<file path="src/rtl/vpw_pkg.sv">
package vpw_pkg;

    typedef enum logic [1:0] {
        ST_IDLE = 2'd0,
        ST_SOF  = 2'd1,
        ST_DATA = 2'd2,
        ST_EOD  = 2'd3
    } vpw_state_e;

    // A bit is long when its value differs from the level it is sent at.
    function automatic logic bit_is_long(input logic bit_val, input logic active_lvl);
        return bit_val ^ active_lvl;
    endfunction

endpackage

</file>
<file path="src/rtl/vpw_seg_timer.sv">
module vpw_seg_timer #(
    parameter int CW = 8
) (
    input  logic          clk,
    input  logic          rst_n,
    input  logic          clear,
    input  logic          tick,
    input  logic [CW-1:0] limit,
    output logic          expire
);

    logic [CW-1:0] cnt_q;

    assign expire = tick && !clear && (cnt_q == (limit - CW'(1)));

    always_ff @(posedge clk) begin
        if (!rst_n) begin
            cnt_q <= '0;
        end else if (clear) begin
            cnt_q <= '0;
        end else if (tick) begin
            cnt_q <= expire ? '0 : cnt_q + CW'(1);
        end
    end

    // the running count never passes the length of the current segment
    assert_cnt_within_segment_R4: assert property (@(posedge clk) disable iff (!rst_n)
        !clear |-> (cnt_q < limit));

endmodule

</file>
<file path="src/rtl/vpw_byte_shifter.sv">
module vpw_byte_shifter #(
    parameter int DATA_W = 8
) (
    input  logic              clk,
    input  logic              rst_n,
    input  logic              clear,
    input  logic              load_first,
    input  logic              bit_done,
    input  logic              hold_accept,
    input  logic [DATA_W-1:0] in_data,
    input  logic              in_last,
    output logic              cur_bit,
    output logic              final_bit,
    output logic              cur_last,
    output logic              hold_full
);

    localparam int IW = (DATA_W > 1) ? $clog2(DATA_W) : 1;

    logic [DATA_W-1:0] sh_q;
    logic [DATA_W-1:0] hold_q;
    logic              hold_last_q;
    logic              last_q;
    logic              full_q;
    logic [IW-1:0]     idx_q;

    assign cur_bit   = sh_q[DATA_W-1];
    assign final_bit = (idx_q == IW'(DATA_W - 1));
    assign cur_last  = last_q;
    assign hold_full = full_q;

    always_ff @(posedge clk) begin
        if (!rst_n) begin
            sh_q        <= '0;
            hold_q      <= '0;
            hold_last_q <= 1'b0;
            last_q      <= 1'b0;
            full_q      <= 1'b0;
            idx_q       <= '0;
        end else if (clear) begin
            idx_q  <= '0;
            full_q <= 1'b0;
        end else if (load_first) begin
            sh_q   <= in_data;
            last_q <= in_last;
            idx_q  <= '0;
            full_q <= 1'b0;
        end else if (bit_done && final_bit) begin
            idx_q <= '0;
            if (full_q) begin
                sh_q   <= hold_q;
                last_q <= hold_last_q;
                full_q <= 1'b0;
            end else if (hold_accept) begin
                sh_q   <= in_data;
                last_q <= in_last;
            end
        end else begin
            if (bit_done) begin
                sh_q  <= {sh_q[DATA_W-2:0], 1'b0};
                idx_q <= idx_q + IW'(1);
            end
            if (hold_accept) begin
                hold_q      <= in_data;
                hold_last_q <= in_last;
                full_q      <= 1'b1;
            end
        end
    end

    // a follow-on byte is only taken in the final bit, into an empty holder
    assert_accept_in_final_bit_R6: assert property (@(posedge clk) disable iff (!rst_n)
        hold_accept |-> (final_bit && !full_q));

    // bits advance one position per finished bit inside a byte
    assert_index_advances_R5: assert property (@(posedge clk) disable iff (!rst_n)
        (bit_done && !final_bit && !clear) |=> (idx_q == $past(idx_q) + IW'(1)));

endmodule

</file>
<file path="src/rtl/vpw_encoder.sv">
module vpw_encoder #(
    parameter int DATA_W      = 8,
    parameter int TICKS_SHORT = 64,
    parameter int TICKS_LONG  = 128,
    parameter int TICKS_SOF   = 200,
    parameter int TICKS_EOD   = 200
) (
    input  logic              clk,
    input  logic              rst_n,
    input  logic              tick_us,
    input  logic              abort,
    input  logic [DATA_W-1:0] in_data,
    input  logic              in_valid,
    input  logic              in_last,
    output logic              in_ready,
    output logic              bus_active
);

    import vpw_pkg::*;

    localparam int MAX_A = (TICKS_SHORT > TICKS_LONG) ? TICKS_SHORT : TICKS_LONG;
    localparam int MAX_B = (TICKS_SOF > TICKS_EOD) ? TICKS_SOF : TICKS_EOD;
    localparam int MAX_T = (MAX_A > MAX_B) ? MAX_A : MAX_B;
    localparam int CW    = $clog2(MAX_T + 1);

    vpw_state_e    state_q, state_d;
    logic          lvl_q, lvl_d;
    logic [CW-1:0] limit;
    logic          expire;
    logic          tmr_clear;
    logic          bus_drive;
    logic          cur_bit, final_bit, cur_last, hold_full;
    logic          accept_first, hold_accept, bit_done, frame_end;

    vpw_seg_timer #(.CW(CW)) u_timer (
        .clk    (clk),
        .rst_n  (rst_n),
        .clear  (tmr_clear),
        .tick   (tick_us),
        .limit  (limit),
        .expire (expire)
    );

    vpw_byte_shifter #(.DATA_W(DATA_W)) u_shift (
        .clk         (clk),
        .rst_n       (rst_n),
        .clear       (abort),
        .load_first  (accept_first),
        .bit_done    (bit_done),
        .hold_accept (hold_accept),
        .in_data     (in_data),
        .in_last     (in_last),
        .cur_bit     (cur_bit),
        .final_bit   (final_bit),
        .cur_last    (cur_last),
        .hold_full   (hold_full)
    );

    assign accept_first = (state_q == ST_IDLE) && in_valid && in_ready;
    assign hold_accept  = (state_q == ST_DATA) && in_valid && in_ready;
    assign bit_done     = (state_q == ST_DATA) && expire;
    assign frame_end    = final_bit && (cur_last || !(hold_full || hold_accept));

    // State register
    always_ff @(posedge clk) begin
        if (!rst_n) begin
            state_q <= ST_IDLE;
            lvl_q   <= 1'b0;
        end else begin
            state_q <= state_d;
            lvl_q   <= lvl_d;
        end
    end

    // Next state
    always_comb begin
        state_d = state_q;
        lvl_d   = lvl_q;
        if (abort) begin
            state_d = ST_IDLE;
            lvl_d   = 1'b0;
        end else begin
            unique case (state_q)
                ST_IDLE: if (in_valid) state_d = ST_SOF;
                ST_SOF: begin
                    if (expire) begin
                        state_d = ST_DATA;
                        lvl_d   = 1'b0;
                    end
                end
                ST_DATA: begin
                    if (expire) begin
                        lvl_d = ~lvl_q;
                        if (frame_end) state_d = ST_EOD;
                    end
                end
                ST_EOD: if (expire) state_d = ST_IDLE;
            endcase
        end
    end

    // Outputs
    always_comb begin
        limit     = CW'(TICKS_SOF);
        in_ready  = 1'b0;
        bus_drive = 1'b0;
        tmr_clear = abort;
        unique case (state_q)
            ST_IDLE: begin
                in_ready  = !abort;
                tmr_clear = 1'b1;
            end
            ST_SOF: begin
                limit     = CW'(TICKS_SOF);
                bus_drive = 1'b1;
            end
            ST_DATA: begin
                limit     = bit_is_long(cur_bit, lvl_q) ? CW'(TICKS_LONG) : CW'(TICKS_SHORT);
                bus_drive = lvl_q;
                in_ready  = final_bit && !cur_last && !hold_full && !abort;
            end
            ST_EOD: begin
                limit = CW'(TICKS_EOD);
            end
        endcase
        bus_active = bus_drive && !abort;
    end

    // taking a first byte puts the start symbol on the bus
    assert_sof_goes_active_R2: assert property (@(posedge clk) disable iff (!rst_n)
        (state_q == ST_IDLE && in_valid && !abort) |=> (abort || bus_active));

    // the bit after the start symbol is passive
    assert_first_bit_passive_R3: assert property (@(posedge clk) disable iff (!rst_n)
        (state_q == ST_SOF && expire && !abort) |=> (abort || !bus_active));

    // the level flips at every bit boundary inside a frame
    assert_level_alternates_R3: assert property (@(posedge clk) disable iff (!rst_n)
        (bit_done && !frame_end && !abort) |=> (abort || (bus_active != $past(bus_active))));

    // after the last bit the bus is passive and no byte is taken
    assert_eod_quiet_R7: assert property (@(posedge clk) disable iff (!rst_n)
        (bit_done && frame_end && !abort) |=> (!bus_active && !in_ready));

    // a byte with no successor and no last mark still closes the frame
    assert_underrun_closes_R8: assert property (@(posedge clk) disable iff (!rst_n)
        (bit_done && final_bit && !cur_last && !hold_full && !hold_accept && !abort)
        |=> (abort || state_q == ST_EOD));

    // abort leaves the block idle on the next clock
    assert_abort_to_idle_R9: assert property (@(posedge clk) disable iff (!rst_n)
        abort |=> (state_q == ST_IDLE));

endmodule

</file>
<file path="config.mk">
export PLATFORM = sky130hd
export DESIGN_NAME = vpw_encoder
export DESIGN_NICKNAME = d
export VERILOG_FILES = /design/src/rtl/vpw_pkg.sv /design/src/rtl/vpw_seg_timer.sv /design/src/rtl/vpw_byte_shifter.sv /design/src/rtl/vpw_encoder.sv
export SDC_FILE = /design/constraint.sdc
export NUM_CORES = 1
export LEC_CHECK = 0
export ABC_AREA = 1
export BUFFER_PORTS_ARGS = -buffer_cell sky130_fd_sc_hd__buf_2
export CAP_MARGIN = 20
export CORE_ASPECT_RATIO = 0.6
export CORE_MARGIN = 2
export CORE_UTILIZATION = 30
export CTS_BUF_LIST = sky130_fd_sc_hd__clkbuf_4 sky130_fd_sc_hd__clkbuf_8
export CTS_CLUSTER_DIAMETER = 60
export DETAILED_ROUTE_END_ITERATION = 7
export PLACE_DENSITY_LB_ADDON = 0.3
export SKIP_CTS_REPAIR_TIMING = 1
export SLEW_MARGIN = 20
export SYNTH_ARGS = -nofsm -noshare
export SYNTH_HDL_FRONTEND = slang
export SYNTH_HIERARCHICAL = 1
export SYNTH_SLANG_ARGS = --single-unit
export TNS_END_PERCENT = 20
</file>
<file path="constraint.sdc">
create_clock -name clk -period 3.22 [get_ports clk]
set_input_delay 0.322 -clock clk [delete_from_list [all_inputs] [get_ports clk]]
set_output_delay 0.322 -clock clk [all_outputs]
set_load 0.02 [all_outputs]
</file>
==> metrics.yaml <==
timing:
  rsz0062_at_grt: "false"
  fin_skew_ns: 0.00698
  max_freq_mhz: 345
  slew_headroom_pct: 63.2
  slew_viol_final: 0
  period_needed_ns: 2.90
  setup_viol: 0
  fin_crit_sh_pct: 89.9
  tns_ns: 0
  final_hold_viol_count: 0
  tightest_slew_ns: 0.548
power_and_ir_drop:
  power.leakage_nw: 1.22
  total_power_mw: 0.926
  powerDensity_mw_per_mm2: 369
  vdd_drop_max_mv: 0.149
yosys:
  async_flop_share_pct: 0
  synth-seq-cells: 33
  yosys_warnings: 6
  synth-edff-count: 0
  yosysTopAreaCell: "dfxtp_1"
  synth_area_leaders: "dfxtp_1, nand2_1, nor2_1"
  syn_area_per_cell_um2: 6.33
  yosys.cell_types.count: 30
  synth.most_common_cell: "nand2_1"
  synth_top_area_share_pct: 29.7
  synth_flop_cell: "dfxtp_1"
  seq_area_frac_synth_pct: 29.7
  syn_inst: 351
  synth_common_cells: "nand2_1, nor2_1, inv_1, nand3_1, dfxtp_1"
  synth_area_mm2: 0.00222
placement:
  dp_cells: 466
  place_area_mm2: 0.00241
  dp_hpwl_mm: 3.73
  gp_congestion: 0.789
  numPortBuffers: 15
layout:
  finalInstanceArea_mm2: 0.00250
  syn2layout_area_growth_pct: 12.8
  n_antenna_cell: 0
  drive_gt1_share_pct: 14.9
  layout.cells.non_filler: 474
  final_nets: 404
floorplan:
  die-width_um: 115
  start_util_pct: 30.8
  die-area_mm2: 0.00813
  core_region_area_mm2: 0.00721
  fp-row-count: 24
  io_pins: 16
  die_h_um: 70.6
clock_tree:
  cts_sinks: 33
  cts.clk_slew.worst_paths_ns: 0.08
  max-clock-path-buffers: 2
  root_buffer: "clkbuf_8"
  clkLatencyLatePin_ns: 0.29
  htree_levels: 2
  cts_tree: "yes"
  cts-buffers-inserted: 5
critical_path:
  worstPathArrival_ns: 3.08
  end_kind: "flip-flop"
  path_max_fanout: 11
  cp-start-kind: "flip-flop"
  r2r_start: "state_q[0]"
  worstReg2RegEnd: "u_shift/hold_q[7]"
  regToRegSetupSlack_ns: 0.32
  r2r_cells: 20
  required_ns: 3.41
  worstSetupPathType: "flip-flop to flip-flop"
global_routing:
  gr-total-overflow: 0
  antenna_found_initial: 0
  grt_pass1_wl_mm: 8.06
  track_usage_pct: 12.2
  grt_max_degree: 23
  grt_pass1_vias: 1728
min_path:
  hold_end: "u_shift/hold_q[6]"
  holdPathStages: 3
  hp-class: "input pin to flip-flop"
  hold_path.startpoint: "in_data[6]"
routing:
  route.detailed.drc: 0
  wl_per_cell_um: 10.1
  drt_pre_antenna_iters: 4
  ant_nets: 0
  drt_iter0_drc: 146
  vias: 2028
  drt_wl_total_mm: 4.78
  via_per_inst: 4.28
status:
  status: "finished clean"
flow_run:
  max_cap_viol_count: 0
## how the worst max path moves through the flow
| stage | end | slack [ns] | cells after the start | from |
|---|---|---|---|---|
| floorplan | u_shift/sh_q[1] | 0.63 | 24 | state_q[0] |
| global placement | u_shift/hold_last_q | 0.35 | 20 | state_q[0] |
| detailed placement | u_shift/hold_last_q | 0.21 | 20 | state_q[0] |
| CTS | u_shift/hold_last_q | 0.18 | 20 | state_q[0] |
| global route | u_shift/sh_q[4] | 0.03 | 22 | state_q[0] |
| finish | u_shift/hold_q[7] | 0.32 | 20 | state_q[0] |
## cells by family (layout without fill, tap and decap cells)
logic type	Yosys count	in the layout	share of synthesized area (%)
adder cells (fa/ha/maj)	8	8	4.51
AND/OR/NAND/NOR	211	211	42.9
flip-flops	33	33	29.7
XOR/XNOR	10	10	3.94
other	1	17	0.169
buffers and inverters	59	75	11.7
AO/OA/AOI/OAI	29	29	7.04
## critical path: stages (launching register included)
cell and delay, ns:
dfxtp_1 0.34, inv_1 0.11, ha_1 0.18, inv_1 0.09
or2_2 0.32, nor2_1 0.09, nand2_1 0.10, o21ai_1 0.14
nand3_1 0.08, nand2_1 0.07, nor2_1 0.05, nand2_2 0.10
inv_1 0.08, nand2_1 0.07, inv_1 0.12, nand2_4 0.16
nand2_4 0.09, nor2_4 0.23, inv_1 0.19, nor2_1 0.13
nor2_1 0.06
## through the flow
step                      utilization, %  hold WS, ns  setup slack (ns)
after floorplan                        -        0.443             0.629
after global placement              33.4        0.460             0.346
after detailed placement            33.4        0.469             0.210
after CTS                           34.7        0.269             0.184
after global routing                34.8        0.281            0.0255
final                               34.8        0.267             0.324
## registers in the layout (all words and copies together) (netlist names)
register	cells
u_shift/idx_q	3
u_timer/cnt_q	8
u_shift/sh_q	8
state_q	2
u_shift/cur_last	1
lvl_q	1
u_shift/hold_last_q	1
u_shift/hold_full	1
u_shift/hold_q	8
## cells in the final DEF, fill, tap and decap left out, drive strengths merged, types with 3 or more instances in the layout
cell and count:
nand2 93, nor2 71, inv 51, nand3 41
dfxtp 33, conb 17, buf 16, a21oi 15
o21ai 12, ha 8, xor2 7, clkbuf 5
xnor2 3, clkinvlp 3
## metal layers
layer / vias to the layer above / track usage (%) / wire (um)
met1: 881 / 20.3 / 2880
met3: 2 / 3.26 / 145
li1: 1125 / - / -
met4: 0 / 2.01 / 6
met5: - / 0 / 0
met2: 20 / 15.2 / 1750
## report_power, final
part | switching, mW | internal, mW | total, mW
Sequential | 0.00887 | 0.419 | 0.428
Combinational | 0.112 | 0.0580 | 0.170
Clock | 0.176 | 0.152 | 0.327
## area by class of cell
type | count | area [um^2]
Timing Repair Buffer | 16 | 82.6
Clock buffer | 5 | 68.8
Tap cell | 91 | 114
Sequential cell | 33 | 661
Fill cell | 797 | 4700
Multi-Input combinational cell | 275 | 1370
Inverter | 51 | 191
Clock inverter | 3 | 22.5
(Power assumes the default switching activity.)
